===== src/rtl/ssr_pkg.sv =====
package ssr_pkg;

  typedef struct packed {
    logic load;
    logic shift;
  } ctrlStrobeT;

  localparam int unsigned SIG_LATCH = 0;
  localparam int unsigned SIG_CLK   = 1;
  localparam int unsigned SIG_EXT   = 2;
  localparam int unsigned NUM_SIGS  = 3;

endpackage


===== src/rtl/ssr_edge_ctrl.sv =====
module ssr_edge_ctrl
  import ssr_pkg::*;
#(
  parameter int unsigned SYNC_STAGES = 2
) (
  input  logic       clk,
  input  logic       rstN,
  input  logic       latchN,
  input  logic       serClk,
  input  logic       extN,
  output ctrlStrobeT strobes,
  output logic       serIn
);

  // Reset levels chosen so no false edge appears at reset release:
  // latch rests low (no fall), clock rests high (no rise), ext rests high.
  localparam logic [NUM_SIGS-1:0] RST_VALS = 3'b110;
  localparam int unsigned CHAIN_LEN = SYNC_STAGES + 1;

  logic [NUM_SIGS-1:0] rawIn;
  logic [NUM_SIGS-1:0] curLvl;
  logic [NUM_SIGS-1:0] prevLvl;

  assign rawIn[SIG_LATCH] = latchN;
  assign rawIn[SIG_CLK]   = serClk;
  assign rawIn[SIG_EXT]   = extN;

  for (genvar g = 0; g < NUM_SIGS; g++) begin : gSync
    logic [CHAIN_LEN-1:0] chain;
    always_ff @(posedge clk or negedge rstN) begin
      if (!rstN) chain <= {CHAIN_LEN{RST_VALS[g]}};
      else       chain <= {chain[CHAIN_LEN-2:0], rawIn[g]};
    end
    assign curLvl[g]  = chain[SYNC_STAGES-1];
    assign prevLvl[g] = chain[SYNC_STAGES];
  end

  always_comb begin
    strobes.load  = prevLvl[SIG_LATCH] & ~curLvl[SIG_LATCH];
    strobes.shift = ~prevLvl[SIG_CLK] & curLvl[SIG_CLK];
  end

  assign serIn = ~curLvl[SIG_EXT];

  // one latch edge yields a single-cycle load strobe
  p_load_single_r2: assert property (@(posedge clk) disable iff (!rstN)
    strobes.load |=> !strobes.load);

  // one clock edge yields a single-cycle shift strobe
  p_shift_single_r4: assert property (@(posedge clk) disable iff (!rstN)
    strobes.shift |=> !strobes.shift);

endmodule


===== src/rtl/ssr_shift_path.sv =====
module ssr_shift_path
  import ssr_pkg::*;
#(
  parameter int unsigned WIDTH = 8
) (
  input  logic             clk,
  input  logic             rstN,
  input  ctrlStrobeT       strobes,
  input  logic [WIDTH-1:0] parIn,
  input  logic             serIn,
  output logic             serOut
);

  logic [WIDTH-1:0] dataReg;

  // Load wins over shift when both strobes meet in one cycle.
  always_ff @(posedge clk or negedge rstN) begin
    if (!rstN)              dataReg <= '0;
    else if (strobes.load)  dataReg <= parIn;
    else if (strobes.shift) dataReg <= {serIn, dataReg[WIDTH-1:1]};
  end

  assign serOut = dataReg[0];

  // a load strobe captures the parallel bits
  p_load_capture_r2: assert property (@(posedge clk) disable iff (!rstN)
    strobes.load |=> dataReg == $past(parIn));

  // a shift moves every bit one place toward the output
  p_shift_move_r3: assert property (@(posedge clk) disable iff (!rstN)
    (strobes.shift && !strobes.load) |=> dataReg[WIDTH-2:0] == $past(dataReg[WIDTH-1:1]));

  // the cascade bit enters at the top
  p_cascade_entry_r6: assert property (@(posedge clk) disable iff (!rstN)
    (strobes.shift && !strobes.load) |=> dataReg[WIDTH-1] == $past(serIn));

endmodule


===== src/rtl/serial_status_readout.sv =====
module serial_status_readout
  import ssr_pkg::*;
#(
  parameter int unsigned WIDTH       = 8,
  parameter int unsigned SYNC_STAGES = 2
) (
  input  logic             clk,
  input  logic             rstN,
  input  logic [WIDTH-1:0] sensorBits,
  input  logic             latchN,
  input  logic             serClk,
  input  logic             extN,
  output logic             soDriveLow
);

  ctrlStrobeT strobes;
  logic       serIn;

  ssr_edge_ctrl #(.SYNC_STAGES(SYNC_STAGES)) uCtrl (
    .clk     (clk),
    .rstN    (rstN),
    .latchN  (latchN),
    .serClk  (serClk),
    .extN    (extN),
    .strobes (strobes),
    .serIn   (serIn)
  );

  ssr_shift_path #(.WIDTH(WIDTH)) uPath (
    .clk     (clk),
    .rstN    (rstN),
    .strobes (strobes),
    .parIn   (sensorBits),
    .serIn   (serIn),
    .serOut  (soDriveLow)
  );

  // without any strobe the output stays put
  p_hold_idle_r9: assert property (@(posedge clk) disable iff (!rstN)
    (!strobes.load && !strobes.shift) |=> $stable(soDriveLow));

endmodule


===== config.mk =====
export PLATFORM = sky130hd
export DESIGN_NAME = serial_status_readout
export DESIGN_NICKNAME = d
export VERILOG_FILES = /design/src/rtl/ssr_pkg.sv /design/src/rtl/ssr_edge_ctrl.sv /design/src/rtl/ssr_shift_path.sv /design/src/rtl/serial_status_readout.sv
export SDC_FILE = /design/constraint.sdc
export NUM_CORES = 1
export LEC_CHECK = 0
export BUFFER_PORTS_ARGS = -buffer_cell sky130_fd_sc_hd__clkbuf_2
export CAP_MARGIN = 20
export CORE_AREA = 2 2 39 41
export CTS_CLUSTER_SIZE = 10
export DETAILED_ROUTE_END_ITERATION = 8
export DIE_AREA = 0 0 41 43
export PLACE_DENSITY = 0.7
export SLEW_MARGIN = 20
export SYNTH_ARGS = -nofsm -noshare
export SYNTH_HDL_FRONTEND = slang
export SYNTH_HIERARCHICAL = 1
export SYNTH_SLANG_ARGS = --single-unit

===== constraint.sdc =====
create_clock -name clk -period 2.65 [get_ports clk]
set_input_delay 0.3975 -clock clk [delete_from_list [all_inputs] [get_ports clk]]
set_output_delay 0.3975 -clock clk [all_outputs]
set_load 0.03 [all_outputs]

**Word-level counts from Yosys, hierarchy flattened**

Index checks and enable logic that the tools add are counted.

- Multipliers: 0
- Mux-type cells: 2
- Order comparisons: 0
- Shift-type cells: 0
- Equality and inequality tests: 0
- Reductions and logical operators: 1
- Div/mod/pow operators: 0
- Bitwise gates (word level): 5
- Add/subtract/negate cells: 0

Operator list:

| operator | count |
|---|---|
| two-way mux 8 bit | 2 |
| NOT 1 bit | 3 |
| bitwise AND 1 bit | 2 |
| nonzero test 2 bit | 1 |

- RAM bits: 0
- Bits of input ports: 13
- Register bits: 16
- Bits in read-only memories: 0
- Memories kept: 0
- Latch bits: 0
- Logic and storage cells: 12
- Output and inout port bits: 1

**Depth between registers and ports, before layout**

Gate-level depths: netlist (run 1).

- Word-level depth: 4
- Gate-level depth with buffers: 4
- Depth with buffers taken out: 3

**Cells and area by module**

Netlist (run 1), hierarchy kept.

Modules (own cells, without submodules):

| module | instances | cells an instance | area each (um2) | seq. area each (um2) |
|---|---|---|---|---|
| ssr_shift_path | 1 | 34 | 372.9 | 200.2 |
| ssr_edge_ctrl | 1 | 11 | 237.7 | 206.4 |

**Worst setup path before layout (run 1)**

OpenSTA, ideal clock, no wires.

- Path type: register -> register
- From: register uCtrl.gSync[1].chain[1]
- To: register uPath.dataReg[0]
- Arrival: 1006 ps
- Clock period less this slack: 1130 ps
- Required time: 2525 ps
- Library setup time: 125 ps
- Setup slack: 1520 ps
- Stages on the path, launching flop included: 5
- Path through: dfstp_2 nor2b_4 buf_6 mux2i_1 o21ai_1

RTL lines:

| what | RTL line | source |
|---|---|---|
| from (decl) | ssr_edge_ctrl.sv:29 | `logic [CHAIN_LEN-1:0] chain;` |
| from (signal assigned) | ssr_edge_ctrl.sv:31 | `if (!rstN) chain <= {CHAIN_LEN{RST_VALS[g]}};` |
| from (signal assigned) | ssr_edge_ctrl.sv:32 | `else chain <= {chain[CHAIN_LEN-2:0], rawIn[g]};` |
| to (signal assigned) | ssr_shift_path.sv:19 | `else if (strobes.load) dataReg <= parIn;` |
| to (signal assigned) | ssr_shift_path.sv:20 | `else if (strobes.shift) dataReg <= {serIn, dataReg[WIDTH-1:1]};` |
| to (decl) | ssr_shift_path.sv:14 | `logic [WIDTH-1:0] dataReg;` |

==> results of run 1 <==
==> worst paths after layout <==
| path | startpoint | endpoint | slack (ns) | depth (start not counted) |
|---|---|---|---|---|
| max | uCtrl/gSync[1].chain[1] | uPath/dataReg[1] | 1.37 | 3 |
| max reg2reg | uCtrl/gSync[1].chain[1] | uPath/dataReg[1] | 1.37 | 3 |
| min | rstN | uPath/dataReg[0] | 0.02 | 1 |
| min reg2reg | uCtrl/gSync[1].chain[0] | uCtrl/gSync[1].chain[1] | 0.36 | 0 |
| max in group asynchronous | rstN | uCtrl/gSync[2].chain[0] | 2.31 | 1 |
| min in group clk | serClk | uCtrl/gSync[1].chain[0] | 0.19 | 1 |
==> cell usage in the layout, fill, tap and decap left out <==
master / synthesis / layout
inv_1: 1 / 1
dfrtp_1: 11 / 11
mux2i_1: 8 / 8
o21ai_1: 8 / 8
clkbuf_4: 0 / 3
dfstp_2: 5 / 5
nand2_1: 8 / 8
nor2b_4: 2 / 2
clkbuf_8: 0 / 1
clkbuf_2: 0 / 13
==> sequential cells by signal, indices dropped and copies added, names as in the netlist <==
register           count
uCtrl/gSync.chain      8
uPath/dataReg          8
==> per-layer routing <==
metal / global-route usage, % / vias up / part of all wire [%]
li1: - / 178 / -
met1: 15.6 / 169 / 47
met2: 17.8 / 10 / 48
met3: 3.14 / 0 / 5.6
met4: 8.00 / 0 / 0
met5: 0 / - / 0
==> cell type report <==
class	count	area (um2)	share of cell area [%]
Clock buffer	4	36.3	5.11
Inverter	1	3.75	0.529
Multi-Input combinational cell	26	178	25.0
Sequential cell	16	407	57.3
Tap cell	16	20.0	2.82
Timing Repair Buffer	13	65.1	9.17
==> kinds of logic after synthesis <==
family / count (synthesis) / share of synthesized area (%)
flops: 16 / 66.6
compound gates: 8 / 6.56
simple gates: 10 / 9.43
mux: 8 / 13.1
buf+inv: 3 / 4.30
==> worst max-delay path: stages (launching register included) <==
cell and delay, ns:
dfstp_2 0.54, nor2b_4 0.31, mux2i_1 0.24, o21ai_1 0.07
==> power breakdown <==
part           internal (mW)  switching [mW]
sequential             0.274          0.0142
clock                 0.0835          0.0704
combinational         0.0271          0.0307
total                  0.384           0.115
==> impl_summary.md, run 1 <==
Run status
The run finished with clean final reports.

Timing
For the pin with the worst max-slew slack, the measured transition is 0.384 ns. The post-route clock skew is 0.000866 ns. After layout, the worst path uses 48.3% of the clock period. Adding up every negative setup slack in the final design gives 0 ns. The routed design could run at a clock period as short as 1.28 ns.

Setup repair after global routing left no endpoint under its margin. The final hold violation count is 0. The max-slew violation total from the final report is 0. After layout, the worst setup slack is 1.37 ns. The worst-case headroom to the max-slew limit is 74.4%. For this run, the top clock speed supported by timing is 781 MHz. The hold slack is 0.0224 ns.

The count of endpoints failing setup in the final report is 0.

Route
In the routed design, unresolved DRC markers number 0. The total wire length after detailed routing is 864 um. Using the TritonRoute via totals, the vias-per-cell ratio works out to 4.70. The total number of vias is 357. The number of nets with antenna violations after detailed routing is 0.

The starting DRC count in detailed routing is 2. The routed length per placed instance is 11.4 um. For this run, the detailed router's first-pass iteration total came to 3.

Cells and area
Cells fill 51.3% of the core in the end. The growth of design area from synthesis to finish is 16.2%. 0 antenna diodes ended up in the layout. Cells with a size suffix above 1 make up 40.0% of the layout.

The total number of nets in the final design is 74. The non-filler instance count after layout is 76. After routing the design area is 709 um2. The layout filler cell count is 125.

Global routing
The global-route wire length before repair is 1390 um. The number of global-route vias before repair is 338. For this run the aggregate overflow at the end of global routing stands at 0. The initial antenna violation count is 0. Entering global routing, the biggest net connects 17 pins.

The overall track demand over capacity in global routing is 12.3%.

Synthesis
The synthesized design spends more area on one cell type than any other, namely dfrtp_1. After synthesis, the cell types taking the most area are dfrtp_1 45%, dfstp_2 22%, mux2i_1 13%. The share of the synthesized area in the top cell type is 45.1%. The post-synth net total is 58.

Yosys instantiated no cell more often than dfrtp_1. The async set-or-reset flop fraction in the synthesized netlist is 100%. Synthesis produced a netlist whose cell count is 45.

The most common flop cell mapped by yosys is dfrtp_1. In this run the cell area of the synthesized design comes to 611 um2. The total number of yosys warnings is 6. Of the synthesized area, sequential elements account for 66.6%.

The number of flops mapped to enable cells by yosys is 0. Ranked by instance count, the synthesized netlist is headed by 11 x dfrtp_1, 8 x mux2i_1, 8 x nand2_1, 8 x o21ai_1, 5 x dfstp_2. The netlist uses 8 different library cells. In this run the mean area of a mapped cell was 13.6 um2. The flip-flop and latch count after synthesis is 16.

Die
The floorplan step defined a die boundary enclosing 0.00176 mm2. The number of core rows is 14. The die outline height is 43 um. The initial cell density of the core is 44.1%. The die is 41 um wide. In this run the count of I/O pins placed on the die edge is 14.

The floorplan step defined a core boundary enclosing 0.00138 mm2.

Min path
The min-delay analysis places its worst path in the category in -> async.

CTS
The number of buffers created by CTS is 3. The buffers inserted during post-CTS setup optimization is 0. The CTS tree is built. The tree is rooted in a clkbuf_4. The post-cts gate resize count is 0. No sink is reached through more buffers than the 2 on the longest clock path. After clock tree synthesis, the clock-pin slew on the worst setup and hold paths is 0.09 ns. The clock latency on the worst-skew pair is 0.27 ns. The number of clock sinks is 16.

CTS built an H-tree with a depth of 1. Hold repair after CTS inserted 0 buffers.

Setup path
The critical path is of the reg -> reg type. STA classifies the critical path startpoint as a flop. The critical path required time is 2.81 ns. STA puts the critical path data arrival time at 1.44 ns.

Along the worst path, the maximum fanout reaches 8. The kind of capture point of the worst setup path is a flop.

Power and ir drop
The leakage power figure is 0.332 nW. The largest voltage drop on the vdd net is 0.000345 V. The areal power density over the cells is 704 mW/mm2. The design draws 0.500 mW.

Placed design
The cell count after placement is 72. In this run the tool buffered the top-level ports with 13 buffer cells. After legalization and detailed placement, the total HPWL measured 616 um.

Timing analysis after detailed placement gives a worst setup slack of 1.36 ns. The placed instances occupy a cell area of 673 um2. Routability-driven placement finished with a final weighted congestion of 0.650.

Job
The tool flagged a number of max-cap violations equal to 0.
Power figures use the tool's default switching activity.
==> run 2: changes to the inputs <==
==> constraint.sdc (replaced) <==
create_clock -name clk -period 1.25 [get_ports clk]
set_input_delay 0.1875 -clock clk [delete_from_list [all_inputs] [get_ports clk]]
set_output_delay 0.1875 -clock clk [all_outputs]
set_load 0.03 [all_outputs]
==> impl_summary.md, run 2 (synthesized netlist as in run 1, its figures left out) <==
Timing
The max-slew violation total from the final report is 0 (unchanged). The total negative setup slack came to 0 ns (unchanged). The post-route clock skew is 0.00209 ns (+0.00123 ns).

The post-route fraction of the period consumed by the critical path is 96.6% (+48 points). Setup repair after global routing could not meet its margin everywhere. The worst-case headroom to the max-slew limit is 74.6% (+0.21 points). The fmax came to 828 MHz (+6.0%). The time the worst path needs with I/O delays and setup is 1.21 ns (-0.0726 ns).

The hold slack is 0.118 ns (+0.0959 ns). The count of endpoints failing setup in the final report is 0 (unchanged). The final hold violation count is 0 (unchanged). The transition time of the tightest slew-check pin came to 0.381 ns (-0.00311 ns).

Setup path
The launching element of the worst setup path is uCtrl/gSync[1].chain[1]. The register-to-register setup slack is 0.04 ns (-1.33 ns). The startpoint type of the worst setup path is a flop.

The worst register-to-register path begins at uCtrl/gSync[1].chain[1]. The largest stage delay on the critical path is 0.54 ns (about the same). The worst-path cell with the longest stage delay is dfstp_2. The classification of the worst setup path is reg -> reg.

The critical path arrival is 1.36 ns (-0.08 ns). The worst register-to-register path ends at uPath/dataReg[1]. The buffers plus inverters on the worst setup path is 1 (+1). The critical path capture point is uPath/dataReg[1].

The length in cells of the worst reg-to-reg path is 4 (+1). The worst setup path is captured at a flop. The dominant delay contributor by cell family on the critical path is flip-flops. The cell count along the critical path is 4 (+1).

The biggest fanout along the worst timing path is 8 (unchanged). The critical path required time was 1.41 ns (-1.40 ns). Traced cell by cell, the critical path runs through nor2b_4 > buf_12 > mux2i_1 > o21ai_1.

Global routing
The initial antenna violation count came to 0 (unchanged). The pin count of the biggest net entering global routing is 17 (unchanged). The final global-route overflow total was 0 (unchanged).

The overall track demand over capacity in global routing came to 12.8% (+0.42 points). The global-route wire length before repair is 1440 um (+4.0%). The number of global-route vias before repair is 366 (+8.3%).

CTS
The clock transition time at the flip-flop clock pins of the worst setup and hold paths is 0.08 ns (about the same). The clock latency on the worst-skew pair is 0.28 ns (about the same). The H-tree depth reported by CTS is 1 (unchanged).

TritonCTS built the clock tree. The number of clock sinks is 16 (unchanged). The buffer levels on the longest clock path is 2 (unchanged). The post-cts gate resize count is 0 (unchanged). The number of buffers created by CTS is 3 (unchanged). The tree is rooted in a clkbuf_4.

Die
The die outline height is 43 um (unchanged). The core region area is 0.00138 mm2 (unchanged). The initial cell density of the core is 44.1% (unchanged).

The horizontal extent of the die is 41 um (unchanged). The total die area is 0.00176 mm2 (unchanged). The number of core rows is 14 (unchanged). The I/O pin count is 14 (unchanged).

Power and ir drop
The areal power density over the cells was 1400 mW/mm2 (+98%). The leakage power figure is 0.357 nW (+7.7%). The largest voltage drop on the vdd net is 0.000735 V (+110%).

Route
The post-route DRC violation count is 0 (unchanged). The routed via count divided by cell count is 4.64 (-1.2%). The total number of vias was 376 (+5.3%).

The starting DRC count in detailed routing came to 2 (unchanged). The total wire length after detailed routing is 870 um (+0.69%). The routed length per placed instance is 10.7 um (-5.5%). The total iterations of the first detailed-routing run is 2 (-1). The number of nets with antenna violations after detailed routing is 0 (unchanged).

Cells and area
The total non-filler cell area in the finished layout was 769 um2 (+8.5%). The total number of nets in the final design is 79 (+6.8%). The non-filler instance count after layout was 81 (+6.6%). The final cell utilization of the core came to 55.6% (+4.3 points).

The number of diodes added for antenna fixing is 0 (unchanged). In the layout the commonest cells are 13 x clkbuf_2, 11 x dfrtp_1, 8 x mux2i_1, 8 x nand2_1, 8 x o21ai_1. Compared with the post-synthesis result, the final layout area differs by 26.0%. The share of cells above drive strength 1 is 38.5% (-1.5 points). In the final layout, the registers with the most flip-flops are uCtrl/gSync.chain: 8 flops, uPath/dataReg: 8 flops. The most common library cell in the layout ignoring fill and taps is clkbuf_2.

Placed design
The cell count after placement was 72 (unchanged). The sum of net half-perimeters after detailed placement came to 605 um (-1.8%). The count of port buffers added during placement is 13 (unchanged). The weighted congestion at the end of routability-driven global placement was 0.650 (about the same). The post-detailed-placement cell area is 673 um2 (unchanged).

Min path
The launch point of the worst hold path is sensorBits[7]. The class of the worst hold path is in -> reg.

Run status
The run finished with clean final reports.

Job
The number of violations of the max-capacitance limit came to 0 (unchanged).
## run 2: cell types whose count changed in the layout (fill, tap and decap cells not counted)
| cell | delta |
|---|---|
| dlygate4sd3_1 | +4 |
| buf_12 | +1 |
## run 2: how the worst min path moves through the flow
stage / endpoint / cells after the start
final: uPath/dataReg[7] / 3
after global placement: uPath/dataReg[0] / 1
after detailed placement: uPath/dataReg[0] / 1
after CTS: uPath/dataReg[6] / 3
after floorplan: uCtrl/gSync[0].chain[0] / 0
after global routing: uPath/dataReg[3] / 3
## run 2: metrics by stage
| stage | worst slack (ns) | total power, mW |
|---|---|---|
| after global placement | -0.00766 | 0.740 |
| after detailed placement | -0.0393 | 0.747 |
| after floorplan | 0.120 | 0.700 |
| final | 0.0424 | 1.07 |
| after global routing | -0.0267 | 1.14 |
| after CTS | 0.0225 | 1.10 |
## run 2: metal layers
| metal | GRT usage (%) | wire length (um) | part of all wire, % | up-vias |
|---|---|---|---|---|
| met3 | 3.14 | 38 | 4.4 | 2 |
| met2 | 19.1 | 414 | 48 | 10 |
| met4 | 10.0 | 10 | 1.1 | 0 |
| met5 | 0 | 0 | 0 | - |
| li1 | - | - | - | 189 |
| met1 | 14.6 | 406 | 47 | 175 |
## run 2: what timing repair did
action	CTS	global route
endpoints found under the setup margin	8	4
hold endpoints to repair	14	0
hold buffers	4	0
buffers inserted	1	0
## run 2: area by class of cell
cell class / instances / area [um2]
Clock buffer: 4 / 36.3
Fill cell: 124 / 614
Inverter: 1 / 3.75
Multi-Input combinational cell: 26 / 178
Sequential cell: 16 / 407
Tap cell: 16 / 20.0
Timing Repair Buffer: 18 / 125
## run 2: tightest hold or removal path, cell delays in order
cell,delay (ns)
clkbuf_2,0.07
nand2_1,0.04
o21ai_1,0.06
## run 2: report_power, final
part           switching, mW  leakage [nW]  internal (mW)
Clock                  0.148        0.0210          0.177
Combinational         0.0675         0.151         0.0718
Sequential            0.0301         0.186          0.580
Total                  0.245         0.357          0.829
